File: src/rtl/pb_dma_counter.sv
module pb_dma_counter #(
  parameter int CNT_W     = 16,
  parameter int MAX_SHIFT = 2
) (
  input  logic             clk,
  input  logic             rst_n,
  input  logic [7:0]       fmt,
  input  logic             ext_mode,
  input  logic [CNT_W/2-1:0] base_hi,
  input  logic [CNT_W/2-1:0] base_lo,
  input  logic             play_en,
  input  logic             irq_en,
  input  logic             dma_ack,
  input  logic             irq_clr,
  output logic             dma_req,
  output logic             irq,
  output logic             fmt_err
);
  localparam int TERM_W = CNT_W + MAX_SHIFT;

  logic [2:0]        code;
  logic              code_bad, rate_bad, wide;
  logic [1:0]        shift;
  logic [TERM_W-1:0] term, cnt;
  logic              en_q, start, take, hit;

  assign code     = ext_mode ? fmt[7:5] : {1'b0, fmt[6:5]};
  assign code_bad = (code == 3'd4) || (code == 3'd5) || (code == 3'd7);
  assign rate_bad = !fmt[0] && ((fmt[3:1] == 3'd4) || (fmt[3:1] == 3'd5));
  assign fmt_err  = code_bad || rate_bad;
  assign wide     = (code == 3'd2) || (code == 3'd6);
  assign shift    = {1'b0, wide} + {1'b0, fmt[4]};
  assign term     = TERM_W'({base_hi, base_lo}) << shift;

  assign start = play_en && !en_q;
  assign take  = dma_req && dma_ack && irq_en;
  assign hit   = take && (({1'b0, cnt} + 1'b1) == {1'b0, term});

  always_ff @(posedge clk or negedge rst_n) begin
    if (!rst_n) begin
      en_q    <= 1'b0;
      dma_req <= 1'b0;
      cnt     <= '0;
      irq     <= 1'b0;
    end else begin
      en_q    <= play_en;
      dma_req <= play_en && !fmt_err && (dma_req || start);
      if (start)     cnt <= '0;
      else if (hit)  cnt <= '0;
      else if (take) cnt <= cnt + 1'b1;
      if (hit)          irq <= 1'b1;
      else if (irq_clr) irq <= 1'b0;
    end
  end
endmodule


File: config.mk
export PLATFORM = sky130hd
export DESIGN_NAME = pb_dma_counter
export DESIGN_NICKNAME = d
export VERILOG_FILES = /design/src/rtl/pb_dma_counter.sv
export SDC_FILE = /design/constraint.sdc
export NUM_CORES = 1
export LEC_CHECK = 0
export BUFFER_PORTS_ARGS = -buffer_cell sky130_fd_sc_hd__buf_2
export CELL_PAD_IN_SITES_DETAIL_PLACEMENT = 1
export CELL_PAD_IN_SITES_GLOBAL_PLACEMENT = 1
export CORE_MARGIN = 2
export CORE_UTILIZATION = 39
export DETAILED_ROUTE_END_ITERATION = 7
export PLACE_DENSITY = 0.87
export SLEW_MARGIN = 5
export SYNTH_ARGS = -nofsm -noshare
export SYNTH_HDL_FRONTEND = slang
export SYNTH_SLANG_ARGS = --single-unit
File: constraint.sdc
create_clock -name clk -period 2.8 [get_ports clk]
set_clock_uncertainty 0.1 [all_clocks]
set_input_delay 0.7 -clock clk [delete_from_list [all_inputs] [get_ports clk]]
set_output_delay 0.7 -clock clk [all_outputs]
set_load 0.01 [all_outputs]
==> impl_metrics.json, run 1 <==
{
  "outcome": "finished with violations",
  "violations": "negative setup slack",
  "fin_area_mm2": 0.00302,
  "setup_ws_ns": -0.523,
  "endpoint_kind": "flip-flop",
  "max_slew_margin_pct": 54.6,
  "required_ns": 2.90,
  "clk_latency_ns": 0.27,
  "drt-initial-drc-count": 111,
  "yosys_warnings": 0,
  "core_area_mm2": 0.00544,
  "antenna_found_initial": 0,
  "die_w_um": 78.6,
  "numCtsBuffers": 3,
  "p_per_area_mw_per_mm2": 290,
  "drive_above_1_share_pct": 43.7,
  "grt_pass1_vias": 2484,
  "portBuffers": 32,
  "gp_congestion": 0.857,
  "met1_length_um": 3190,
  "synthTopCellsByArea": "dfrtp_1 24%, xnor2_1 10%, mux4_2 9.3%",
  "synth_edf_count": 0,
  "drv_cap": 0,
  "clockBufferDepth": 2,
  "nNetsFinal": 350,
  "insertedDiodeCount": 0,
  "synth-seq-cells": 21,
  "drt-total-wl_um": 8190,
  "place_area_mm2": 0.00275,
  "die-area_mm2": 0.00618,
  "worstHoldPathType": "input port to async pin",
  "worst_pin_slew_ns": 0.676,
  "vias": 2306,
  "synthToLayoutAreaGrowth_pct": 38.9,
  "fmax_mhz": 301,
  "start_util_pct": 39.9,
  "avgRoutedWirePerCell_um": 21.1,
  "clkTransAtPathRegs_ns": 0.09,
  "synth_top_area_share_pct": 24.2,
  "drt_first_pass_iters": 4,
  "grt_use_total_pct": 27.6,
  "num_rows": 27,
  "syn-cell-area_mm2": 0.00217,
  "min_period_ns": 3.32,
  "cts_tree": "built",
  "cellLeakagePower_nw": 1.32,
  "dp_hpwl_um": 5660,
  "grt_overflow": 0,
  "clock_sinks": 21,
  "post-route-period-util_pct": 119,
  "worstPathMaxFanout": 5,
  "met3_length_um": 303,
  "grt_max_degree": 22,
  "setup_viol": 19,
  "multi_input_area_mm2": 0.00172,
  "register_area_um2": 526,
  "post-route-drc-count": 0,
  "hold_viol_final": 0,
  "ys_seq_area_share_pct": 24.2,
  "fill_cells": 615,
  "synth_nets": 271,
  "grt_pass1_wl_um": 13100,
  "synth-main-ff-cell": "dfrtp_1",
  "dieHeight_um": 78.6,
  "wl_met2_um": 4420,
  "synth_largest_area_cell": "dfrtp_1",
  "root_buffer": "clkbuf_8",
  "vdd_drop_max_v": 0.000202,
  "worst_setup_path_start_kind": "input port",
  "yosysUniqueCellTypes": 53,
  "avgSynthCellArea_um2": 9.13,
  "via_per_inst": 5.94,
  "rsz0062_at_grt": "true",
  "hold_ws_ns": 0.296,
  "slew_viol_final": 0,
  "async_flop_share_pct": 100,
  "synthCells": 238,
  "top_layer": "met4",
  "htreeDepth": 1,
  "path_class": "input port to flip-flop",
  "io_pins": 34,
  "ant_nets": 0,
  "pre_cts_slack_ns": -0.741,
  "critPathArrivalTime_ns": 3.43
}
[critical path, stage by stage]
cell     delay (ns)
buf_6          0.09
nor2b_4        0.12
ha_4           0.30
buf_4          0.12
buf_8          0.10
mux4_2         0.54
xnor2_1        0.16
xnor2_1        0.28
nor2b_1        0.20
nand3_1        0.15
buf_4          0.18
or4_4          0.42
o21ai_2        0.06
[cell usage after synthesis, types with 4 or more instances]
| cell type | number |
|---|---|
| nand2_1 | 18 |
| inv_1 | 9 |
| mux4_2 | 9 |
| nand4_1 | 10 |
| nor2b_1 | 4 |
| nor3_1 | 6 |
| nor2_1 | 31 |
| a21oi_1 | 4 |
| buf_2 | 6 |
| clkbuf_1 | 6 |
| mux2i_1 | 11 |
| o21ai_0 | 6 |
| xnor2_1 | 25 |
| xor2_1 | 9 |
| nand3_1 | 12 |
| dfrtp_1 | 21 |
[worst paths after layout]
check | slack [ns] | depth (start not counted) | to | from
max | -0.52 | 13 | irq | fmt[6]
min | 0.30 | 1 | cnt[15] | rst_n
max reg2reg | -0.12 | 11 | irq | cnt[0]
min reg2reg | 0.42 | 2 | irq | irq
max in group asynchronous | 1.96 | 1 | cnt[8] | rst_n
min in group clk | 0.42 | 2 | irq | irq
[stage by stage]
stage,util (%),instances,total power [mW],TNS (ns)
after floorplan,-,238,0.498,-7.28
after global placement,50.6,374,0.592,-11.15
after detailed placement,50.6,374,0.609,-13.18
after CTS,53.5,385,0.849,-7.61
after global routing,55.5,388,0.907,-11.45
final,55.5,388,0.874,-9.02
[cells by family (layout without fill, tap and decap cells)]
| logic type | Yosys count | count (layout) | synth area share, % |
|---|---|---|---|
| compound gates | 32 | 32 | 12.7 |
| xor+xnor | 37 | 37 | 16.9 |
| fa+ha+maj | 2 | 2 | 1.15 |
| buf+inv | 22 | 100 | 4.49 |
| flops | 21 | 21 | 24.2 |
| mux | 23 | 23 | 16.0 |
| simple gates | 101 | 101 | 24.6 |
[sequential cells by signal, summed over array words and instances (netlist names)]
name	flops
cnt	18
dma_req	1
en_q	1
irq	1
[per-layer routing]
layer | track usage (%) | vias to the layer above
met4 | 13.0 | 0
li1 | - | 1031
met1 | 32.0 | 1175
met2 | 50.6 | 74
met5 | 0 | -
met3 | 2.53 | 26
[cells in the final DEF, fill, tap and decap left out, drive strengths merged, types with 2 or more instances in the layout]
master   instances
a2111oi          2
a211oi           3
a21oi            4
and3             2
buf             87
clkbuf           4
dfrtp           21
ha               2
inv              9
mux2             3
mux2i           11
mux4             9
nand2           18
nand2b           2
nand3           13
nand4           12
nor2            31
nor2b            4
nor3             6
nor4             4
o211ai           2
o21ai            6
o41ai            3
or3              3
xnor2           25
xor2             9
xor3             2
[where the power goes]
group | switching, mW | internal (mW) | total [mW] | leakage (nW)
Combinational | 0.175 | 0.176 | 0.352 | 1.00
Sequential | 0.00467 | 0.307 | 0.312 | 0.290
Clock | 0.108 | 0.102 | 0.210 | 0.0228
Total | 0.288 | 0.585 | 0.874 | 1.32
[repair_timing]
action	CTS	global route
gates resized for setup	14	18
pin swaps	15	22
hold buffers	0	0
setup buffers	7	3
setup endpoints to repair	19	19
[layout make-up]
| type | count | share of cell area [%] |
|---|---|---|
| multi-input cells | 195 | 56.9 |
| repair buffers | 87 | 20.1 |
| flip-flops and latches | 21 | 17.4 |
| well taps | 72 | 2.99 |
| clock buffers | 4 | 1.49 |
| inverters | 9 | 1.12 |
(Power assumes the default switching activity.)
==> inputs of run 2 (changes only) <==
CORE_UTILIZATION = 40   (was 39)
CTS_BUF_LIST = sky130_fd_sc_hd__clkbuf_8   (was not set)
PLACE_DENSITY = 0.89   (was 0.87)
==> run 2 against run 1 <==
The flow still finishes with violations (negative setup slack). Hold slack worse by 0.010 ns. Utilization is 3.6 points higher. Critical path depth is 1 lower. Via count is 13% higher. Setup slack worse by 0.25 ns. Flip-flop and latch count stayed put. Routed wire length is 36% higher. Total power is 5.9% higher. First-iteration DRC count is 130% higher. Cell count is 0.77% lower. Fmax is 7.1% lower. Cell area is 1.2% higher.
==> impl_metrics.json, run 2 (synthesized netlist as in run 1, its figures left out) <==
{
  "vdd_drop_max_v": 0.000181,
  "clk_latency_ns": 0.28,
  "setup_viol": 19,
  "setup_ws_ns": -0.776,
  "rsz0062_at_grt": "true",
  "post-route-drc-count": 0,
  "required_ns": 2.84,
  "grt_pass1_vias": 2765,
  "clkTransAtPathRegs_ns": 0.10,
  "post-route-period-util_pct": 128,
  "die-area_mm2": 0.00604,
  "clkPwrFrac_pct": 24.1,
  "endpoint_kind": "flip-flop",
  "max_slew_margin_pct": 50.7,
  "drt-total-wl_um": 11200,
  "grt_max_degree": 22,
  "via_per_inst": 6.77,
  "drv_cap": 0,
  "synthToLayoutAreaGrowth_pct": 40.6,
  "startpoint": "fmt[5]",
  "fmax_mhz": 280,
  "start_util_pct": 42.0,
  "timing.rr.start": "cnt[1]",
  "final_common_cell": "buf_4",
  "largest_reg_flops": 18,
  "core_area_mm2": 0.00517,
  "p_per_area_mw_per_mm2": 303,
  "numCtsBuffers": 3,
  "r2r_cells": 9,
  "antenna_found_initial": 1,
  "avgRoutedWirePerCell_um": 29.0,
  "cellLeakagePower_nw": 1.35,
  "root_buffer": "clkbuf_8",
  "grt_overflow": 0,
  "nNetsFinal": 349,
  "vias": 2607,
  "drt_first_pass_iters": 5,
  "io_pins": 34,
  "r2r_slack_ns": -0.63,
  "cts_tree": "built",
  "drive_above_1_share_pct": 44.8,
  "path_class": "input port to flip-flop",
  "worstReg2RegEnd": "cnt[15]",
  "outcome": "finished with violations",
  "drt-initial-drc-count": 251,
  "die_w_um": 77.7,
  "p_int_mw": 0.587,
  "grt_use_total_pct": 34.0,
  "grt_pass1_wl_um": 15400,
  "num_rows": 26,
  "switchingPower_mw": 0.338,
  "insertedDiodeCount": 0,
  "slowest_stage": "xor3_1",
  "pwr-share-seq_pct": 33.8,
  "clockBufferDepth": 2,
  "clock_sinks": 21,
  "worstPathMaxFanout": 7,
  "portBuffers": 32,
  "utilization_pct": 59.0,
  "pre_cts_slack_ns": -0.761,
  "swShare_pct": 36.5,
  "gp_congestion": 0.830,
  "worst_pin_slew_ns": 0.732,
  "layout_common_cells": "49 x buf_4, 32 x buf_2, 23 x nor2_1, 21 x dfrtp_1, 18 x nand2_1",
  "worst_path_largest_cell_delay_ns": 0.43,
  "postCtsHoldBufs": 0,
  "dp_hpwl_um": 6220,
  "ant_nets": 0,
  "slew_viol_final": 0,
  "worst_setup_path_start_kind": "input port",
  "min_period_ns": 3.58,
  "critPathArrivalTime_ns": 3.62,
  "dieHeight_um": 77.7,
  "crit_chain": "buf_2 > nor2b_4 > ha_4 > buf_4 > mux2i_1 > mux2i_1 > xor3_1 > a21oi_1 > nand3_2 > o41ai_4 > buf_4 > nor2_1",
  "regMostFlops": "cnt",
  "violations": "negative setup slack",
  "hold_viol_final": 0,
  "worstHoldPathType": "input port to async pin",
  "htreeDepth": 1,
  "p_comb_share_pct": 42.1
}
[run 2: changes by cell type in the layout (fill, tap and decap cells not counted), sizes merged]
cell	change
buf	-1
clkbuf	-1
inv	+1
[run 2: final cells by class]
class	instances	area [um^2]
inverter	9	33.8
timing repair buffer	86	588
sequential	21	526
clock inverter	1	3.75
clock buffer	3	41.3
fill	561	2120
tap	70	87.6
multi-input combinational	195	1770
[run 2: how the worst max path moves through the flow]
stage	endpoint	slack [ns]	cells past startpoint
2_1_floorplan	cnt[13]	-0.46	10
3_3_place_gp	cnt[2]	-0.65	11
3_5_place_dp	cnt[4]	-0.76	12
4_1_cts	cnt[15]	-0.40	11
5_1_grt	cnt[15]	-0.87	12
6_report	cnt[15]	-0.78	12
[run 2: critical path: cells and delay by family]
kind	cells	cell delay, ns
mux	2	0.56
xor+xnor	1	0.43
compound gates	2	0.72
fa+ha+maj	1	0.20
simple gates	3	0.44
buf+inv	3	0.55
[run 2: routing by layer]
layer / part of all wire [%] / track usage, %
met2: 49 / 59.5
met1: 34 / 35.6
met3: 8.3 / 6.51
met4: 8.1 / 25.9
met5: 0.12 / 0
[run 2: power by group through the flow]
stage / registers (mW) / clock network, mW / logic (mW)
after global routing: 0.312 / 0.227 / 0.398
after floorplan: 0.318 / 0 / 0.180
after global placement: 0.316 / 0 / 0.276
after CTS: 0.311 / 0.204 / 0.329
after detailed placement: 0.317 / 0 / 0.297
final: 0.312 / 0.223 / 0.389
[run 2: stage by stage]
stage | hold slack, ns | std cells | setup TNS, ns | area, um^2 | power [mW]
after CTS | 0.309 | 383 | -7.06 | 2950 | 0.844
after detailed placement | 0.420 | 373 | -13.89 | 2760 | 0.614
final | 0.286 | 385 | -12.55 | 3050 | 0.925
after global placement | 0.413 | 373 | -11.85 | 2760 | 0.592
after global routing | 0.327 | 385 | -14.39 | 3050 | 0.937
after floorplan | 0.304 | 238 | -7.28 | 2240 | 0.498
[run 2: timing repair]
item	in CTS	in global routing
gates cloned	1	0
resized for setup	22	15
pin swaps	18	7
buffers inserted	5	2
endpoints found under the hold margin	0	0
setup endpoints to repair	19	19
==> inputs of run 3 (changes only) <==
SKIP_LAST_GASP = 1   (was not set)
==> run 3 against run 2 <==
The run still ends with negative setup slack left. Register-to-register slack improved by 0.03 ns. Critical endpoint unchanged. Total power about the same. Flip-flop and latch count unchanged. Fmax increased by 0.49%. Largest cell class unchanged. Critical path type unchanged. Combinational power about the same.
==> impl_metrics.json, run 3 (synthesized netlist as in run 1, its figures left out) <==
{
  "outcome": "finished with violations",
  "violations": "negative setup slack",
  "clkTransAtPathRegs_ns": 0.10,
  "drt-initial-drc-count": 264,
  "portBuffers": 32,
  "dp_hpwl_um": 6220,
  "crit_family": "compound AO/OA/AOI/OAI gates",
  "postCtsHoldBufs": 0,
  "worstHoldPathType": "input port to async pin",
  "max_slew_margin_pct": 49.3,
  "use_met3_pct": 6.51,
  "place_area_mm2": 0.00276,
  "layout_common_cells": "49 x buf_4, 32 x buf_2, 24 x nor2_1, 21 x dfrtp_1, 18 x nand2_1",
  "setup_viol": 19,
  "gp_congestion": 0.830,
  "slowest_stage": "xor3_1",
  "fin_area_mm2": 0.00305,
  "grt_util_met1_pct": 35.6,
  "top_usage_layer": "met2",
  "path_class": "input port to flip-flop",
  "worstPathMaxFanout": 7,
  "tns_ns": -12.26,
  "insertedDiodeCount": 0,
  "clk_latency_ns": 0.28,
  "endpoint_kind": "flip-flop",
  "numCtsBuffers": 3,
  "required_ns": 2.84,
  "post-route-period-util_pct": 127,
  "start_util_pct": 42.0,
  "final_cells": 385,
  "met2_usage_pct": 59.5,
  "die_w_um": 77.7,
  "crit_buf_inv": 3,
  "slew_viol_final": 0,
  "power_mw": 0.926,
  "grt_pass1_vias": 2765,
  "antenna_found_initial": 1,
  "grt_overflow": 0,
  "drive_above_1_share_pct": 44.4,
  "final_common_cell": "buf_4",
  "rsz0062_at_grt": "true",
  "ant_nets": 0,
  "fmax_mhz": 281,
  "drt_first_pass_iters": 5,
  "htreeDepth": 1,
  "pre_cts_slack_ns": -0.761,
  "hold_ws_ns": 0.285,
  "avgRoutedWirePerCell_um": 29.2,
  "post-route-drc-count": 0,
  "cts_tree": "built",
  "clock_sinks": 21,
  "worst_pin_slew_ns": 0.754,
  "dieHeight_um": 77.7,
  "largest_reg_flops": 18,
  "regMostFlops": "cnt",
  "crit_chain": "buf_2 > nor2b_4 > ha_4 > buf_4 > mux2i_1 > mux2i_1 > xor3_1 > a21oi_1 > nand3_2 > o41ai_4 > buf_4 > nor2_1",
  "worst_path_largest_cell_delay_ns": 0.44,
  "vias": 2656,
  "die-area_mm2": 0.00604,
  "min_period_ns": 3.56,
  "core_area_mm2": 0.00517,
  "dp_cells": 373,
  "io_pins": 34,
  "utilization_pct": 59.0,
  "vdd_drop_max_v": 0.000181,
  "p_per_area_mw_per_mm2": 303,
  "cellLeakagePower_nw": 1.35,
  "nNetsFinal": 349,
  "clockBufferDepth": 2,
  "worst_setup_path_start_kind": "input port",
  "root_buffer": "clkbuf_8",
  "via_per_inst": 6.90,
  "grt_pass1_wl_um": 15400,
  "grt_max_degree": 22,
  "grt_use_total_pct": 34.0,
  "synthToLayoutAreaGrowth_pct": 40.4,
  "num_rows": 26,
  "critPathArrivalTime_ns": 3.60,
  "setup_ws_ns": -0.758,
  "hold_viol_final": 0,
  "drt-total-wl_um": 11200,
  "drv_cap": 0
}
-- run 3: cell counts in the layout (fill, tap and decap cells not counted) --
Identical to the previous run, type by type.
-- run 3: final cells by class --
class | count | area (um^2)
inverter | 9 | 33.8
timing repair buffer | 86 | 588
clock inverter | 1 | 3.75
multi-input combinational | 195 | 1770
sequential | 21 | 526
fill | 561 | 2120
clock buffer | 3 | 41.3
tap | 70 | 87.6
-- run 3: where the power goes --
| part | internal, mW | switching, mW |
|---|---|---|
| clock | 0.0987 | 0.124 |
| combinational | 0.181 | 0.210 |
| sequential | 0.307 | 0.00494 |
| total | 0.587 | 0.338 |
-- run 3: worst register-to-register path: stages, from the launching register on --
cell and delay [ns]:
dfrtp_1 0.42, nand3_2 0.15, buf_4 0.21, nor3_1 0.56, nand4_1 0.33, a2111oi_4 0.48
a31oi_2 0.14, o41ai_4 0.54, buf_4 0.24, nor2_1 0.09
-- run 3: what timing repair did --
item	CTS	global route
gates cloned	1	0
setup endpoints to repair	19	19
pin swaps	18	7
setup buffers	5	2
resized for setup	22	14
endpoints found under the hold margin	0	0
-- run 3: path summary, 6_finish.rpt --
check / cells past startpoint / start / end / slack, ns
max reg2reg: 9 / cnt[1] / cnt[15] / -0.60
min reg2reg: 2 / irq / irq / 0.42
max in group asynchronous: 1 / rst_n / cnt[5] / 1.95
min in group clk: 2 / irq / irq / 0.42
max: 12 / fmt[5] / cnt[15] / -0.76
min: 1 / rst_n / dma_req / 0.28
-- run 3: per-layer routing --
layer	part of all wire [%]	wire length [um]	vias to the layer above
met2	49	5490	229
met3	8.4	945	99
met5	0.12	13	-
met1	34	3840	1302
li1	-	-	1024
met4	8.4	946	2
